<file path="config.mk">
export PLATFORM = sky130hd
export DESIGN_NAME = lin_mode_ctrl
export DESIGN_NICKNAME = d
export VERILOG_FILES = /design/src/rtl/lin_mode_pkg.sv /design/src/rtl/lin_fbr_seq.sv /design/src/rtl/lin_dom_guard.sv /design/src/rtl/lin_mode_fsm.sv /design/src/rtl/lin_mode_ctrl.sv
export SDC_FILE = /design/constraint.sdc
export NUM_CORES = 1
export LEC_CHECK = 0
export BUFFER_PORTS_ARGS = -buffer_cell sky130_fd_sc_hd__buf_2
export CORE_UTILIZATION = 58
export DETAILED_ROUTE_END_ITERATION = 8
export PLACE_DENSITY = 0.78
export SYNTH_ARGS = -nofsm -noshare
export SYNTH_HDL_FRONTEND = slang
export SYNTH_SLANG_ARGS = --single-unit
</file>
<file path="constraint.sdc">
create_clock -name clk -period 2.5 [get_ports clk]
set_clock_uncertainty 0.15 [all_clocks]
set_input_delay 0.5 -clock clk [delete_from_list [all_inputs] [get_ports clk]]
set_output_delay 0.5 -clock clk [all_outputs]
set_load 0.005 [all_outputs]
</file>
<file path="src/rtl/lin_mode_pkg.sv">
// Shared types for the LIN mode controller.
// Assumes: used only by the lin_mode_* modules.
package lin_mode_pkg;

    // Operating mode of the controller
    typedef enum logic [2:0] {
        M_PEND   = 3'd0,   // enable low, sleep window running
        M_NORMAL = 3'd1,   // enable high, data paths active
        M_HOLD   = 3'd2,   // enable low, sleep entry abandoned
        M_SLEEP  = 3'd3,   // asleep, receive output off
        M_WAKE   = 3'd4    // wake-up seen, reported on receive pin
    } mode_e;

    // Progress through the fast-baud toggle sequence
    typedef enum logic [1:0] {
        T_IDLE  = 2'd0,
        T_EN_LO = 2'd1,
        T_TX_LO = 2'd2,
        T_TX_HI = 2'd3
    } tog_e;

endpackage

</file>
<file path="src/rtl/lin_fbr_seq.sv">
// Fast-baud toggle sequence detector.
// Watches for: enable falls with transmit high, transmit falls, transmit
// rises, enable rises. Each step must arrive within STEP_MAX cycles of the
// previous one. Pulses done_o (combinational) on the closing enable edge.
// Assumes: inputs already synchronized to clk.
module lin_fbr_seq
    import lin_mode_pkg::*;
#(
    parameter int STEP_MAX = 8
) (
    input  logic clk,
    input  logic rst_n,
    input  logic en_i,
    input  logic txd_i,
    input  logic arm_ok_i,
    input  logic abort_i,
    output logic done_o
);
    localparam int SW = $clog2(STEP_MAX + 1);
    localparam logic [SW-1:0] STEP_LAST = SW'(STEP_MAX - 1);

    tog_e          st;
    logic [SW-1:0] step_cnt;
    logic          en_q;
    logic          step_over;

    // Flags a step that has waited its full allowance
    assign step_over = (step_cnt == STEP_LAST);

    // The closing enable edge completes the sequence
    assign done_o = (st == T_TX_HI) && en_i;

    // Sequence state and per-step timer
    always_ff @(posedge clk) begin
        if (!rst_n) begin
            st       <= T_IDLE;
            step_cnt <= '0;
            en_q     <= 1'b0;
        end else begin
            en_q <= en_i;
            if (abort_i) begin
                st       <= T_IDLE;
                step_cnt <= '0;
            end else begin
                case (st)
                    T_IDLE: begin
                        step_cnt <= '0;
                        if (arm_ok_i && en_q && !en_i && txd_i) st <= T_EN_LO;
                    end
                    T_EN_LO: begin
                        if (en_i) begin
                            st <= T_IDLE;
                        end else if (!txd_i) begin
                            st       <= T_TX_LO;
                            step_cnt <= '0;
                        end else if (step_over) begin
                            st <= T_IDLE;
                        end else begin
                            step_cnt <= step_cnt + 1'b1;
                        end
                    end
                    T_TX_LO: begin
                        if (en_i) begin
                            st <= T_IDLE;
                        end else if (txd_i) begin
                            st       <= T_TX_HI;
                            step_cnt <= '0;
                        end else if (step_over) begin
                            st <= T_IDLE;
                        end else begin
                            step_cnt <= step_cnt + 1'b1;
                        end
                    end
                    T_TX_HI: begin
                        if (en_i || !txd_i || step_over) begin
                            st <= T_IDLE;
                        end else begin
                            step_cnt <= step_cnt + 1'b1;
                        end
                    end
                    default: st <= T_IDLE;
                endcase
            end
        end
    end

endmodule

</file>
<file path="src/rtl/lin_dom_guard.sv">
// Dominant-transmit timeout guard.
// Counts consecutive cycles with the transmit pin low. After DOM_TMO of them
// it raises block_o, which stays set until the pin is sampled high.
// Assumes: DOM_TMO >= 1.
module lin_dom_guard #(
    parameter int DOM_TMO = 40
) (
    input  logic clk,
    input  logic rst_n,
    input  logic txd_i,
    output logic block_o
);
    localparam int DW = $clog2(DOM_TMO + 1);
    localparam logic [DW-1:0] DOM_MAX  = DW'(DOM_TMO);
    localparam logic [DW-1:0] DOM_LAST = DW'(DOM_TMO - 1);

    logic [DW-1:0] low_cnt;

    // Saturating low-time counter and latched release
    always_ff @(posedge clk) begin
        if (!rst_n) begin
            low_cnt <= '0;
            block_o <= 1'b0;
        end else if (txd_i) begin
            low_cnt <= '0;
            block_o <= 1'b0;
        end else begin
            if (low_cnt != DOM_MAX)  low_cnt <= low_cnt + 1'b1;
            if (low_cnt == DOM_LAST) block_o <= 1'b1;
        end
    end

endmodule

</file>
<file path="src/rtl/lin_mode_fsm.sv">
// Mode sequencer: active / sleep-pending / sleep / wake-report, the
// first-dominant settling delay, the fast-baud mode bit and the status flag
// that reports fast-baud entry or exit on the receive pin.
// Assumes: wake pin low during reset (its history starts at 0).
module lin_mode_fsm
    import lin_mode_pkg::*;
#(
    parameter int FIRST_DOM = 4,
    parameter int SLEEP_DLY = 40,
    parameter int FLAG_LEN  = 6
) (
    input  logic  clk,
    input  logic  rst_n,
    input  logic  en_i,
    input  logic  wake_i,
    input  logic  bus_rx_i,
    input  logic  seq_done_i,
    output mode_e mode_o,
    output logic  tx_ready_o,
    output logic  fast_o,
    output logic  flag_act_o,
    output logic  flag_lvl_o
);
    localparam int SLW = $clog2(SLEEP_DLY + 1);
    localparam int FLW = $clog2(FLAG_LEN + 1);
    localparam logic [SLW-1:0] SLEEP_LAST = SLW'(SLEEP_DLY - 1);
    localparam logic [FLW-1:0] FLAG_LOAD  = FLW'(FLAG_LEN);

    logic [SLW-1:0] sleep_cnt;
    logic [FLW-1:0] flag_cnt;
    logic           wake_q;
    logic           wake_evt;

    // Any change on the wake pin since the previous cycle
    assign wake_evt = (wake_i != wake_q);

    // Mode transitions and the sleep-entry window
    always_ff @(posedge clk) begin
        if (!rst_n) begin
            mode_o    <= M_PEND;
            sleep_cnt <= '0;
            wake_q    <= 1'b0;
        end else begin
            wake_q <= wake_i;
            case (mode_o)
                M_NORMAL: begin
                    sleep_cnt <= '0;
                    if (!en_i) mode_o <= M_PEND;
                end
                M_PEND: begin
                    if (en_i)                         mode_o <= M_NORMAL;
                    else if (wake_evt)                mode_o <= M_HOLD;
                    else if (sleep_cnt == SLEEP_LAST) mode_o <= M_SLEEP;
                    else                              sleep_cnt <= sleep_cnt + 1'b1;
                end
                M_HOLD: begin
                    if (en_i) mode_o <= M_NORMAL;
                end
                M_SLEEP: begin
                    if (en_i)                      mode_o <= M_NORMAL;
                    else if (wake_evt || !bus_rx_i) mode_o <= M_WAKE;
                end
                M_WAKE: begin
                    if (en_i) mode_o <= M_NORMAL;
                end
                default: mode_o <= M_PEND;
            endcase
        end
    end

    // Fast-baud mode bit and the entry/exit status flag
    always_ff @(posedge clk) begin
        if (!rst_n) begin
            fast_o     <= 1'b0;
            flag_cnt   <= '0;
            flag_lvl_o <= 1'b0;
        end else if (seq_done_i) begin
            fast_o     <= !fast_o;
            flag_cnt   <= FLAG_LOAD;
            flag_lvl_o <= fast_o;
        end else if (flag_cnt != '0) begin
            flag_cnt <= flag_cnt - 1'b1;
        end
    end

    assign flag_act_o = (flag_cnt != '0);

    // Settling delay before transmit becomes effective
    generate
        if (FIRST_DOM == 0) begin : g_no_delay
            assign tx_ready_o = (mode_o == M_NORMAL);
        end else begin : g_delay
            localparam int FDW = $clog2(FIRST_DOM + 1);
            localparam logic [FDW-1:0] FD_MAX = FDW'(FIRST_DOM);
            logic [FDW-1:0] fd_cnt;

            // Counts cycles spent in active mode, saturating
            always_ff @(posedge clk) begin
                if (!rst_n)                 fd_cnt <= '0;
                else if (mode_o != M_NORMAL) fd_cnt <= '0;
                else if (fd_cnt != FD_MAX)   fd_cnt <= fd_cnt + 1'b1;
            end

            assign tx_ready_o = (mode_o == M_NORMAL) && (fd_cnt == FD_MAX);
        end
    endgenerate

endmodule

</file>
<file path="src/rtl/lin_mode_ctrl.sv">
// LIN transceiver mode controller, top level.
// Combines the mode sequencer, toggle detector and dominant guard, and forms
// the transmit command, receive level/enable and inhibit enable.
// Assumes: all inputs synchronized and debounced; SLEEP_DLY > 3*STEP_MAX.
module lin_mode_ctrl
    import lin_mode_pkg::*;
#(
    parameter int FIRST_DOM = 4,
    parameter int SLEEP_DLY = 40,
    parameter int DOM_TMO   = 40,
    parameter int FLAG_LEN  = 6,
    parameter int STEP_MAX  = 8
) (
    input  logic clk,
    input  logic rst_n,
    input  logic en_i,
    input  logic txd_i,
    input  logic bus_rx_i,
    input  logic wake_i,
    input  logic uv_i,
    input  logic lin_tsd_i,
    input  logic inh_tsd_i,
    output logic tx_cmd_o,
    output logic rxd_o,
    output logic rxd_oe_o,
    output logic inh_en_o,
    output logic fast_o
);
    mode_e mode;
    logic  tx_ready;
    logic  flag_act;
    logic  flag_lvl;
    logic  seq_done;
    logic  dom_block;
    logic  asleep;
    logic  thermal;

    lin_mode_fsm #(
        .FIRST_DOM (FIRST_DOM),
        .SLEEP_DLY (SLEEP_DLY),
        .FLAG_LEN  (FLAG_LEN)
    ) fsm_i (
        .clk        (clk),
        .rst_n      (rst_n),
        .en_i       (en_i),
        .wake_i     (wake_i),
        .bus_rx_i   (bus_rx_i),
        .seq_done_i (seq_done),
        .mode_o     (mode),
        .tx_ready_o (tx_ready),
        .fast_o     (fast_o),
        .flag_act_o (flag_act),
        .flag_lvl_o (flag_lvl)
    );

    lin_fbr_seq #(
        .STEP_MAX (STEP_MAX)
    ) seq_i (
        .clk      (clk),
        .rst_n    (rst_n),
        .en_i     (en_i),
        .txd_i    (txd_i),
        .arm_ok_i (mode == M_NORMAL),
        .abort_i  (mode == M_SLEEP),
        .done_o   (seq_done)
    );

    lin_dom_guard #(
        .DOM_TMO (DOM_TMO)
    ) guard_i (
        .clk     (clk),
        .rst_n   (rst_n),
        .txd_i   (txd_i),
        .block_o (dom_block)
    );

    assign asleep  = (mode == M_SLEEP);
    assign thermal = lin_tsd_i || inh_tsd_i;

    // Transmit command: dominant only when every gate allows it
    always_comb begin
        tx_cmd_o = !(tx_ready && !txd_i && !dom_block && !uv_i && !thermal);
    end

    // Inhibit switch and receive output enable
    always_comb begin
        inh_en_o = !asleep && !thermal;
        rxd_oe_o = !asleep;
    end

    // Receive level, highest-priority override first
    always_comb begin
        if (asleep)              rxd_o = 1'b1;
        else if (thermal)        rxd_o = 1'b1;
        else if (mode == M_WAKE) rxd_o = 1'b0;
        else if (flag_act)       rxd_o = flag_lvl;
        else                     rxd_o = bus_rx_i;
    end

endmodule

</file>
==> metrics.txt <==
status=complete, no violations; Max Cap Viol=0; Core Area=roughly 2700 um2; CP required=roughly 1900 ps; Synth top cells by count=dfxtp_1 (32), nor2_1 (22), nand2_1 (19), inv_1 (10), nor3_1 (10); CP Cell Sequence=nor3b_2 > nand4_1 > or4_1 > buf_2; vias in the first global route=approximately 1,300; Hold/Removal Path Class=in2reg; FF-to-FF Start=fsm_i.mode_o[1]$_SDFFE_PN0P_; Die Y=55.7 um; max_slew headroom=about 57%; first-pass GRT wire length=between 5000 and 6000 um; dpl cell area=between 1500 and 2000 um2; f_max=~0.42 GHz; Crit path arrival time=approximately 1700 ps; fin. max-slew vios=0; routed vias/inst=roughly 5.7; Syn Std Cell Area=1670 um2; Routed Antenna Nets=0; TritonCTS buffer count=5; syn avg cell area=between 8 and 9 um2; RePlAce Congestion=roughly 0.86; clk sink count=32; Reg2Reg Depth=4; setup TNS=0 ps; area grow syn2layout=7.93%; Cell variety after synth=45; most frequent cell after synthesis=dfxtp_1; Detailed Route WL=approximately 3200 um; post-synthesis sequential area ratio=38.3%; crit-path max FO=9; final hold vios=0; time the worst path needs with I/O delays and setup=roughly 2400 ps; WS Path Type=reg2out; Port Buffer Count=13; CTS H-tree lvls=2; Clock Power Share=30.6%; CTS Root Cell=clkbuf_4; largest net degree at the start of global routing=16; final setup fails=0; wire per inst=around 13 um; share of cells above drive strength 1=roughly an eighth; EDFF count, synth=0; crit path from=fsm_i.mode_o[0]$_SDFFE_PN0P_; Buf/Inv on CP=1; Mapped Cells=slightly below 200; flop-to-flop setup slack=380 ps; Setup crit end=tx_cmd_o; CTS tree=done; Sw Pwr=around 270 uW; Die X=~56 um; CP max stage delay=470 ps; warning count from the yosys run=0; Skew-Pair Late Insertion Delay=roughly 330 ps; Clock transition at path regs=about 90 ps; Ports=14; Worst-Margin Slew=~640 ps; Leak=roughly 0.00067 uW; Sw Share=a little over a quarter; Post-CTS Setup Inserts=0; Die Area=slightly above 3000 um2; clock tree buffer depth=2; global route overflow=0; Tot GR Track Use=22.4%; cell row count=19; Nets=226; syn nets=between 200 and 250; post-synth top area share=a little under two fifths; DRC Markers=0; Top delay family on crit path=simple AND/OR/NAND/NOR gates; Logic pwr share=14.3%; hpwl dp=2270 um; Crit path depth=4; router iterations before antenna repair=4; Int Power=~730 uW; slowest cell on the critical path=dfxtp_1; largest cells by area after synthesis=dfxtp_1 (38%), nor2_1 (4.9%), xnor2_1 (4.7%); reg2reg end=fsm_i.sleep_cnt[2]$_SDFFE_PN0P_; initial core utilization=61.2%; unrepaired setup endpoints after global routing=false; hold buffer count at CTS=0; crit start category=register; initial antenna violation count=0; post-route cell area=1810 um2; PwrDens=about 550 nW/um2; Post-synth ARST share=0%; Setup crit end kind=primary output; vias post-DR=1,396; Yosys reg bits=32; top_reg_cell synth=dfxtp_1; Synth area leader=dfxtp_1; final period utilization=between 90% and 100%; Iteration-0 DRC Markers=44; ANT cells=0; Peak VDD IR=between 0.4 and 0.5 mV; sequential group share of total power=between 50% and 60%; FILL cells=around 230
[through the flow]
stage	utilization, %	worst slack [ps]	std cells	hold WS [ps]	total power, uW
2_1_floorplan	-	514	198	279	673
3_3_place_gp	63.7	394	235	294	693
3_5_place_dp	63.7	347	235	310	700
4_1_cts	66.0	94.2	243	243	1010
5_1_grt	66.0	25.9	243	253	1050
6_report	66.0	129	243	256	999
[worst min-delay path by stage]
stage	slack, ps	depth (start not counted)	start	end
2_1_floorplan	280	2	guard_i.block_o$_SDFFE_PP0N_	guard_i.block_o$_SDFFE_PP0N_
3_3_place_gp	290	2	guard_i.block_o$_SDFFE_PP0N_	guard_i.block_o$_SDFFE_PP0N_
3_5_place_dp	310	2	guard_i.block_o$_SDFFE_PP0N_	guard_i.block_o$_SDFFE_PP0N_
4_1_cts	240	2	wake_i	fsm_i.wake_q$_SDFF_PN0_
5_1_grt	250	2	wake_i	fsm_i.wake_q$_SDFF_PN0_
6_report	260	2	wake_i	fsm_i.wake_q$_SDFF_PN0_
[layer usage]
layer  part of all wire [%]  routed length (um)  up-vias  global-route usage, %
met5                      0                   0        -                      0
met4                    1.8                  56        0                   10.4
met3                    2.9                  92        6                   6.98
met2                     51                1630       17                   38.9
met1                     44                1400      659                   24.9
li1                       -                   -      714                      -
[cells by family after synthesis]
group | Yosys count | share of synthesized area, %
fa+ha+maj | 7 | 5.09
flops | 32 | 38.3
simple gates | 87 | 26.8
buf+inv | 19 | 5.24
mux | 7 | 4.26
xor+xnor | 12 | 6.28
compound gates | 34 | 14.1
[repair_timing]
action                                 in CTS  in global routing
setup endpoints to repair                   1                  0
endpoints found under the hold margin       0                  0
gates resized for setup                     1                  0
[registers in the layout, summed over array words and instances (netlist names)]
register	count
guard_i.low_cnt	6
seq_i.step_cnt	4
fsm_i.mode_o	3
seq_i.st	2
seq_i.en_q	1
fsm_i.sleep_cnt	6
guard_i.block_o	1
fsm_i.wake_q	1
fsm_i.fast_o	1
fsm_i.flag_cnt	3
fsm_i.flag_lvl_o	1
fsm_i.g_delay.fd_cnt	3
[area by class of cell]
cell class	instances	area (um2)	share of cell area, %
Timing Repair Buffer	15	80.1	4.44
Inverter	10	37.5	2.08
Sequential cell	32	641	35.5
Tap cell	31	38.8	2.15
Multi-Input combinational cell	147	950	52.6
Clock buffer	8	58.8	3.26
[layout by cell type, fill, tap and decap left out, types with 5 or more instances in the layout]
| cell | synthesis | routed |
|---|---|---|
| nand2_1 | 19 | 19 |
| buf_2 | 1 | 13 |
| nor2_1 | 22 | 22 |
| o21ai_0 | 5 | 5 |
| nand3_1 | 7 | 7 |
| mux2i_1 | 6 | 6 |
| nor3_1 | 10 | 10 |
| clkbuf_4 | 0 | 5 |
| dfxtp_1 | 32 | 32 |
| inv_1 | 10 | 10 |
| a21oi_1 | 8 | 8 |
| and2_1 | 6 | 6 |
| ha_1 | 6 | 6 |
| xnor2_1 | 9 | 9 |
[power by group through the flow]
stage	Clock (uW)	Combinational, uW	Sequential [uW]
after global placement	0	134	559
final	306	143	550
after global routing	341	158	553
after CTS	315	143	550
after floorplan	0	127	547
after detailed placement	0	139	561
No activity file was read; power rests on OpenSTA's default activity.
